===== src/rtl/cbr_pkg.sv =====
// Shared types for the refresh scheduler.
package cbr_pkg;
    // Phases of the strobe sequencer.
    typedef enum logic [1:0] {
        SEQ_IDLE = 2'd0,   // strobes inactive
        SEQ_LEAD = 2'd1,   // column strobe low ahead of row strobe
        SEQ_RLOW = 2'd2,   // row strobe low
        SEQ_PRE  = 2'd3    // row precharge
    } seq_state_e;
endpackage


===== src/rtl/cbr_interval_timer.sv =====
// Interval timer: emits a one-cycle tick every INTERVAL_CYC clocks.
// Assumes init_done stays high once set; the count restarts while it is low.
module cbr_interval_timer #(
    parameter int INTERVAL_CYC = 1560,
    localparam int TMR_W = $clog2(INTERVAL_CYC + 1)
) (
    input  logic clk,
    input  logic rst_n,
    input  logic init_done,
    output logic tick
);
    logic [TMR_W-1:0] tmr_q;

    assign tick = init_done && (tmr_q == TMR_W'(INTERVAL_CYC - 1));

    // Free-running count, held at zero until initialisation completes.
    always_ff @(posedge clk) begin
        if (!rst_n || !init_done) begin
            tmr_q <= '0;
        end else if (tick) begin
            tmr_q <= '0;
        end else begin
            tmr_q <= tmr_q + 1'b1;
        end
    end
endmodule


===== src/rtl/cbr_pending_ctr.sv =====
// Pending counter: adds one per tick, removes one per refresh issued,
// saturates at MAX_PEND. Assumes consume is never raised at zero.
module cbr_pending_ctr #(
    parameter int MAX_PEND = 8,
    localparam int PEND_W = $clog2(MAX_PEND + 1)
) (
    input  logic              clk,
    input  logic              rst_n,
    input  logic              tick,
    input  logic              consume,
    output logic [PEND_W-1:0] pend_q,
    output logic              full
);
    localparam logic [PEND_W-1:0] PEND_FULL = PEND_W'(MAX_PEND);

    assign full = (pend_q == PEND_FULL);

    // Net update: a tick and a consume in one cycle cancel out.
    always_ff @(posedge clk) begin
        if (!rst_n) begin
            pend_q <= '0;
        end else begin
            case ({tick, consume})
                2'b10:   if (!full) pend_q <= pend_q + 1'b1;
                2'b01:   pend_q <= pend_q - 1'b1;
                default: pend_q <= pend_q;
            endcase
        end
    end
endmodule


===== src/rtl/cbr_strobe_seq.sv =====
// Strobe sequencer: runs column-first refresh cycles and chains them into
// a burst while the grant holds and refreshes remain. Each phase length is
// a parameter of at least one cycle. Strobes are decoded from the state.
module cbr_strobe_seq
    import cbr_pkg::*;
#(
    parameter int LEAD_CYC    = 1,
    parameter int RAS_LOW_CYC = 8,
    parameter int RAS_PRE_CYC = 6,
    localparam int LONGEST = (LEAD_CYC > RAS_LOW_CYC)
                           ? ((LEAD_CYC > RAS_PRE_CYC) ? LEAD_CYC : RAS_PRE_CYC)
                           : ((RAS_LOW_CYC > RAS_PRE_CYC) ? RAS_LOW_CYC : RAS_PRE_CYC),
    localparam int CNT_W = $clog2(LONGEST + 1)
) (
    input  logic clk,
    input  logic rst_n,
    input  logic want,      // refresh may be requested
    input  logic ref_gnt,
    input  logic pend_nz,
    output logic busy,
    output logic ras_fall,  // row strobe falls at the next edge
    output logic ras_n,
    output logic cas_n
);
    seq_state_e       st_q;
    logic [CNT_W-1:0] cnt_q;
    logic             cont_q;
    logic             phase_end;

    // End of the current phase from the per-state length.
    always_comb begin
        case (st_q)
            SEQ_LEAD: phase_end = (cnt_q == CNT_W'(LEAD_CYC - 1));
            SEQ_RLOW: phase_end = (cnt_q == CNT_W'(RAS_LOW_CYC - 1));
            SEQ_PRE:  phase_end = (cnt_q == CNT_W'(RAS_PRE_CYC - 1));
            default:  phase_end = 1'b0;
        endcase
    end

    assign ras_fall = phase_end && ((st_q == SEQ_LEAD) ||
                      ((st_q == SEQ_PRE) && cont_q && ref_gnt && pend_nz));
    assign busy  = (st_q != SEQ_IDLE);
    assign ras_n = (st_q != SEQ_RLOW);
    assign cas_n = !((st_q == SEQ_LEAD) || (st_q == SEQ_RLOW) ||
                     ((st_q == SEQ_PRE) && cont_q));

    // Phase progression and burst decision.
    always_ff @(posedge clk) begin
        if (!rst_n) begin
            st_q   <= SEQ_IDLE;
            cnt_q  <= '0;
            cont_q <= 1'b0;
        end else begin
            case (st_q)
                SEQ_IDLE: begin
                    cnt_q <= '0;
                    if (want && ref_gnt) st_q <= SEQ_LEAD;
                end
                SEQ_LEAD: begin
                    if (phase_end) begin
                        st_q  <= SEQ_RLOW;
                        cnt_q <= '0;
                    end else begin
                        cnt_q <= cnt_q + 1'b1;
                    end
                end
                SEQ_RLOW: begin
                    if (phase_end) begin
                        st_q   <= SEQ_PRE;
                        cnt_q  <= '0;
                        cont_q <= pend_nz && ref_gnt;
                    end else begin
                        cnt_q <= cnt_q + 1'b1;
                    end
                end
                default: begin
                    if (phase_end) begin
                        cnt_q <= '0;
                        st_q  <= ras_fall ? SEQ_RLOW : SEQ_IDLE;
                    end else begin
                        cnt_q <= cnt_q + 1'b1;
                    end
                end
            endcase
        end
    end
endmodule


===== src/rtl/cbr_refresh_sched.sv =====
// Refresh scheduler top: interval timer, pending counter and strobe
// sequencer. Assumes the access controller keeps ref_gnt high only while
// it leaves the memory alone. The memory supplies the row address itself.
module cbr_refresh_sched #(
    parameter int INTERVAL_CYC = 1560,
    parameter int MAX_PEND     = 8,
    parameter int LEAD_CYC     = 1,
    parameter int RAS_LOW_CYC  = 8,
    parameter int RAS_PRE_CYC  = 6,
    localparam int PEND_W = $clog2(MAX_PEND + 1)
) (
    input  logic              clk,
    input  logic              rst_n,
    input  logic              init_done,
    input  logic              page_hold,
    input  logic              ref_gnt,
    output logic              ref_req,
    output logic              ras_n,
    output logic              cas_n,
    output logic              urgent,
    output logic [PEND_W-1:0] pend_cnt
);
    logic tick;
    logic ras_fall;
    logic busy;
    logic want;

    // Request gating: page hold defers unless the backlog is full.
    assign want    = (pend_cnt != '0) && (!page_hold || urgent);
    assign ref_req = busy || want;

    cbr_interval_timer #(.INTERVAL_CYC(INTERVAL_CYC)) u_timer (
        .clk       (clk),
        .rst_n     (rst_n),
        .init_done (init_done),
        .tick      (tick)
    );

    cbr_pending_ctr #(.MAX_PEND(MAX_PEND)) u_pend (
        .clk     (clk),
        .rst_n   (rst_n),
        .tick    (tick),
        .consume (ras_fall),
        .pend_q  (pend_cnt),
        .full    (urgent)
    );

    cbr_strobe_seq #(
        .LEAD_CYC    (LEAD_CYC),
        .RAS_LOW_CYC (RAS_LOW_CYC),
        .RAS_PRE_CYC (RAS_PRE_CYC)
    ) u_seq (
        .clk      (clk),
        .rst_n    (rst_n),
        .want     (want),
        .ref_gnt  (ref_gnt),
        .pend_nz  (pend_cnt != '0),
        .busy     (busy),
        .ras_fall (ras_fall),
        .ras_n    (ras_n),
        .cas_n    (cas_n)
    );
endmodule


===== config.mk =====
export PLATFORM = sky130hd
export DESIGN_NAME = cbr_refresh_sched
export DESIGN_NICKNAME = d
export VERILOG_FILES = /design/src/rtl/cbr_pkg.sv /design/src/rtl/cbr_interval_timer.sv /design/src/rtl/cbr_pending_ctr.sv /design/src/rtl/cbr_strobe_seq.sv /design/src/rtl/cbr_refresh_sched.sv
export SDC_FILE = /design/constraint.sdc
export NUM_CORES = 1
export LEC_CHECK = 0
export CAP_MARGIN = 20
export CELL_PAD_IN_SITES_DETAIL_PLACEMENT = 2
export CELL_PAD_IN_SITES_GLOBAL_PLACEMENT = 2
export CORE_ASPECT_RATIO = 1.5
export CORE_MARGIN = 3
export CORE_UTILIZATION = 37
export DETAILED_ROUTE_END_ITERATION = 8
export PLACE_DENSITY_LB_ADDON = 0.1
export SETUP_SLACK_MARGIN = 0.4
export SYNTH_ARGS = -nofsm -noshare
export SYNTH_HDL_FRONTEND = slang
export SYNTH_SLANG_ARGS = --single-unit

===== constraint.sdc =====
create_clock -name clk -period 6.2 [get_ports clk]
set_clock_uncertainty 0.1 [all_clocks]
set_input_delay 1.24 -clock clk [delete_from_list [all_inputs] [get_ports clk]]
set_output_delay 1.24 -clock clk [all_outputs]
set_load 0.02 [all_outputs]

## After elaboration in Yosys (flattened, before gate mapping)

Cells that the tools add are included.

| storage, ports and cells | value |
|---|---|
| register bits | 22 |
| word-level logic and storage cells | 62 |
| memories | 0 |
| bits in latches | 0 |
| ROM bits | 0 |
| input port bits | 5 |
| RAM bits | 0 |

| operators by class | value |
|---|---|
| bitwise logic cells | 1 |
| div/mod/pow operators | 0 |
| mux-type cells | 9 |
| add/subtract/negate cells | 4 |
| multipliers | 0 |
| equal/unequal tests | 14 |
| shift-type cells | 0 |
| $lt $le $gt $ge | 0 |
| reductions and logical operators | 29 |

Operators by type and width:

| kind | count |
|---|---|
| adder 11 x 1 -> 11 bit, second input constant | 1 |
| equality test 11 bit, second input constant | 1 |
| 2-to-1 mux 2 bit | 5 |
| adder 4 x 1 -> 4 bit, second input constant | 2 |
| equality test 4 x 3 -> 1 bit, second input constant | 2 |
| logical AND 1 bit | 8 |
| case mux 4 bit (2 select lines) | 1 |
| equality test 2 bit, second input constant | 3 |
| logical OR 1 bit | 6 |
| inequality test 2 x 1 -> 1 bit, second input constant | 3 |
| case mux 2 bit (3 select lines) | 1 |
| nonzero test 2 bit | 3 |
| equality test 2 x 1 -> 1 bit, second input constant | 2 |
| equality test 4 bit, second input constant | 1 |
| zero test 1 bit | 4 |
| zero test 4 bit | 1 |
| 2-to-1 mux 4 bit | 1 |
| inequality test 2 bit, second input constant | 2 |
| AND reduction 2 bit | 2 |
| AND reduction 4 bit | 1 |
| nonzero test 4 bit | 1 |
| subtractor 4 x 1 -> 4 bit, second input constant | 1 |
| case mux 1 bit (3 select lines) | 1 |
| OR reduction 3 bit | 1 |
| other kinds (3) | 3 |

## Depth between registers and ports, before layout

| logic depth | value |
|---|---|
| word-level depth | 9 |
| gate-level depth with buffers | 13 |

## Modules after synthesis

A second synthesis with hierarchy kept.

| second synthesis, totals | value |
|---|---|
| cell total of the unflattened synthesis | 147 |
| area total of the unflattened synthesis | 1312.5 um^2 |

Modules (own cells, without submodules):

| module | area an instance (um^2) | cells each | seq. area each (um^2) | instances |
|---|---|---|---|---|
| cbr_interval_timer | 499.2 | 54 | 220.2 | 1 |
| cbr_strobe_seq | 483.0 | 55 | 140.1 | 1 |
| cbr_pending_ctr | 287.8 | 33 | 80.1 | 1 |
| cbr_refresh_sched | 42.5 | 5 | 0.0 | 1 |

## Least setup slack after synthesis

OpenSTA, ideal clock, no wires.

| path | value |
|---|---|
| path type | input -> register |
| start | input port init_done |
| end | register u_pend.pend_q[3] |
| setup time | 72 ps |
| arrival | 3049 ps |
| path slack | 2979 ps |
| cell stages on the path | 10 |
| cell sequence | nand4bb_1 or4_4 or2b_1 inv_1 ha_1 a21o_1 a21oi_1 or3_1 mux2i_1 mux2i_1 |

| on the way | value |
|---|---|
| word-level cells in the longest chain between the ends | 4 |

Ends and longest elaborated chain:

| element | line | text |
|---|---|---|
| from (decl) | cbr_refresh_sched.sv:14 | `input logic init_done,` |
| logical AND 1 bit (*) | cbr_interval_timer.sv:14 | `assign tick = init_done && (tmr_q == TMR_W'(INTERVAL_CYC - 1));` |
| equality test 2 bit / equality test 2 x 1 -> 1 bit (equally long branches) | cbr_pending_ctr.sv:23 | `case ({tick, consume})` |
| inequality test 2 bit (no source line) / nonzero test 2 bit (equally long branches) | - |  |
| AND reduction 2 bit (no source line) | - |  |
| to (signal assigned) | cbr_pending_ctr.sv:24 | `2'b10: if (!full) pend_q <= pend_q + 1'b1;` |
| to (signal assigned) | cbr_pending_ctr.sv:25 | `2'b01: pend_q <= pend_q - 1'b1;` |
| to (signal assigned) | cbr_pending_ctr.sv:26 | `default: pend_q <= pend_q;` |
| to (decl) | cbr_pending_ctr.sv:11 | `output logic [PEND_W-1:0] pend_q,` |

Mark *: on every way between the ends. The rest lies on a longest branch, timed or not.
A chain may end at the register's enable or synchronous reset.

## Worst setup path after layout

| path | value |
|---|---|
| start | input port page_hold |
| end | output port ref_req |

| on the way | value |
|---|---|
| word-level cells in the longest chain between the ends | 4 |

Ends and longest elaborated chain:

| element | line | text |
|---|---|---|
| from (decl) | cbr_refresh_sched.sv:15 | `input logic page_hold,` |
| zero test 1 bit | cbr_refresh_sched.sv:29 | `assign want = (pend_cnt != '0) && (!page_hold \|\| urgent);` |
| logical OR 1 bit | cbr_refresh_sched.sv:29 |  |
| logical AND 1 bit | cbr_refresh_sched.sv:29 |  |
| logical OR 1 bit | cbr_refresh_sched.sv:30 | `assign ref_req = busy \|\| want;` |
| to (decl) | cbr_refresh_sched.sv:17 | `output logic ref_req,` |

Every way passes these cells.

==> key figures <==
STA
  – Fin Hold WS: 374.8 ps
  – Slew Limit Headroom: 56.08%
  – Fin crit period: 3872 ps
  – Sum of negative setup slack: 0 ps
  – RSZ-0062 raised after global routing: no
  – Final Cycle Share: 62.45%
  – Hold violation total from the final report: 0
  – Max Fclk: 258.3 MHz
  – Final Setup Violations: 0
  – Worst Tran Pin Value: 653.4 ps
  – Slew Viols, Final: 0

Layout
  – Syn-to-layout area delta: 17.35%
  – Multi-input logic area: 797.0 um2
  – Reg area: 440.4 um2
  – Layout fillers: 378
  – Layout cells sized above 1: 6.832%
  – Layout Cells excl Fill: 201
  – Antenna cells: 0
  – Nets: 178

Placement
  – GPL Wtd Cong: 0.7845
  – DPL Wire Length: 2685 um
  – IO buf count: 12
  – Placed Cells: 197

Worst setup path
  – WP data required: 4860 ps
  – Crit path kind: in -> out
  – CP Launch Type: primary input
  – Crit Path Max Fanout: 2
  – Worst r2r dst: u_pend.pend_q[3]$_SDFFE_PN0P_
  – Worst R2R Path Depth: 13
  – Worst setup EP type: primary output
  – Critical Path Source: page_hold
  – Reg-to-reg slack, setup: 2970 ps
  – Worst R2R Start: u_seq.st_q[0]$_SDFFE_PN0P_
  – CP arrival: 2530 ps

Synth
  – Yosys reg bits: 22
  – Synth async-reset ratio: 0%
  – Syn Std Cell Area: 1305 um2
  – Seq/Total Area, Yosys: 33.75%
  – Syn_area_per_cell: 8.878 um2
  – Yosys cell types: 40
  – Main synth FF type: dfxtp_1
  – Ys Warns: 0
  – Mapped Cells: 147
  – Synthesized Nets: 163
  – Post-synth EDFFs: 0

Power
  – VDD IR max: 0.00008724 V
  – Pwr Total: 0.2845 mW
  – Pleak: 0.5782 nW
  – PwrDens: 185.8 nW/um2

CTS
  – H-tree levels: 1
  – Clock Path Buffers: 2
  – Clock Tree Root: clkbuf_8
  – Setup Fix Bufs, Post-CTS: 0
  – Sinks on the clock net: 22
  – Worst-path clk slew: 80 ps
  – Post-CTS resize count: 0
  – Cts bufs inserted: 3
  – # hold bufs at CTS: 0
  – TritonCTS clock tree: yes
  – Clk_lat worst skew: 260 ps

Detailed routing
  – Vias after detailed routing: 1133
  – Antenna viol nets, final: 0
  – Initial drt markers: 11
  – Vias per inst: 5.637
  – Drt first pass iters: 4
  – WL final: 3797 um
  – Wire per inst: 18.89 um
  – Drt drc: 0

Floorplan
  – Die Span Y: 78.74 um
  – Die ar.: 4290 um2
  – # rows: 25
  – Die X: 54.49 um
  – Starting Density: 40.12%
  – Core area: 3253 um2
  – I/O pin cnt: 13

Global route
  – Global route overflow: 0
  – Largest net degree at the start of global routing: 14
  – Initial antenna violation count: 0
  – Vias in the first global route: 1261
  – Total global-route track usage: 19.63%
  – First-pass GRT wire length: 6210 um

Hold path
  – Hold-critical path depth: 1
  – Worst Hold Launch: u_timer.tmr_q[0]$_SDFF_PP0_
  – Hold Crit Class: reg -> reg
  – WHS Endpoint: u_timer.tmr_q[0]$_SDFF_PP0_

Outcome
  – Outcome: finished, final reports clean

Job
  – Max cap viols: 0
-- report_power, final --
part | leakage (nW) | switching, mW | internal, mW
sequential | 0.177 | 0.000613 | 0.142
clock | 0.0357 | 0.0482 | 0.0862
combinational | 0.365 | 0.00443 | 0.00332
-- critical path: stages --
cell             delay [ps]
clkdlybuf4s50_1         460
inv_1                    60
o21ai_0                 150
nand2_1                  70
clkdlybuf4s50_1         550
-- cells in the final DEF, fill, tap and decap left out, types with 4 or more instances in the layout --
master and n:
dfxtp_1 22, inv_1 14, nand2_1 14, nor2_1 13, clkdlybuf4s50_1 12, ha_1 10
a21oi_1 8, xor2_1 8, o21ai_0 5, or3_1 5, nand3_1 5, mux2i_1 4
-- per-stage QoR --
stage	utilization (%)	worst slack, ps	instance area (um2)
finish	47.08	2328	1531
global route	47.08	2205	1531
CTS	47.08	2318	1531
detailed placement	44.88	2293	1460
global placement	44.88	2380	1460
floorplan	-	2979	1305
-- synth_stat cells, types with 3 or more instances --
cell / n / area share [%]
nand2b_1: 3 / 1.4
mux2i_1: 4 / 3.1
o21ai_0: 5 / 1.9
or3_1: 5 / 2.4
xor2_1: 8 / 5.4
nor2_1: 13 / 3.7
ha_1: 10 / 9.6
dfxtp_1: 22 / 34
inv_1: 14 / 4.0
a21oi_1: 8 / 3.1
nand3_1: 5 / 1.9
nand4_1: 3 / 1.4
nand2_1: 14 / 4.0
-- cells by family after synthesis --
group / Yosys count / share of synthesized area, %
fa+ha+maj: 11 / 11.12
compound gates: 22 / 12.94
buf+inv: 16 / 5.177
xor+xnor: 10 / 6.712
simple gates: 62 / 27.23
flops: 22 / 33.75
mux: 4 / 3.068
-- sequential cells by signal, indices dropped and copies added (netlist names) --
signal	count
u_seq.st_q	2
u_pend.pend_q	4
u_seq.cnt_q	4
u_seq.cont_q	1
u_timer.tmr_q	11
-- worst max path at each step --
stage	to	slack, ps	cells after the start
6_report	ref_req	2330	5
5_1_grt	ref_req	2210	5
4_1_cts	ref_req	2320	5
3_5_place_dp	u_pend.pend_q[3]$_SDFFE_PN0P_	2290	11
3_3_place_gp	ref_req	2380	5
2_1_floorplan	u_pend.pend_q[3]$_SDFFE_PN0P_	2980	10
-- layout make-up --
cell class,count,area share (%)
Sequential cell,22,28.76
Tap cell,40,3.268
Clock buffer,3,2.696
Clock inverter,1,1.961
Timing Repair Buffer,12,7.843
Inverter,14,3.431
Multi-Input combinational cell,109,52.04
-- metal layers --
layer  part of all wire [%]  wire length (um)  global-route usage, %
met1                     36              1367                  19.74
met4                    2.7               104                  7.232
met3                    2.5                94                  1.313
met5                      0                 0                      0
met2                     59              2231                  38.73
(Power assumes the default switching activity.)
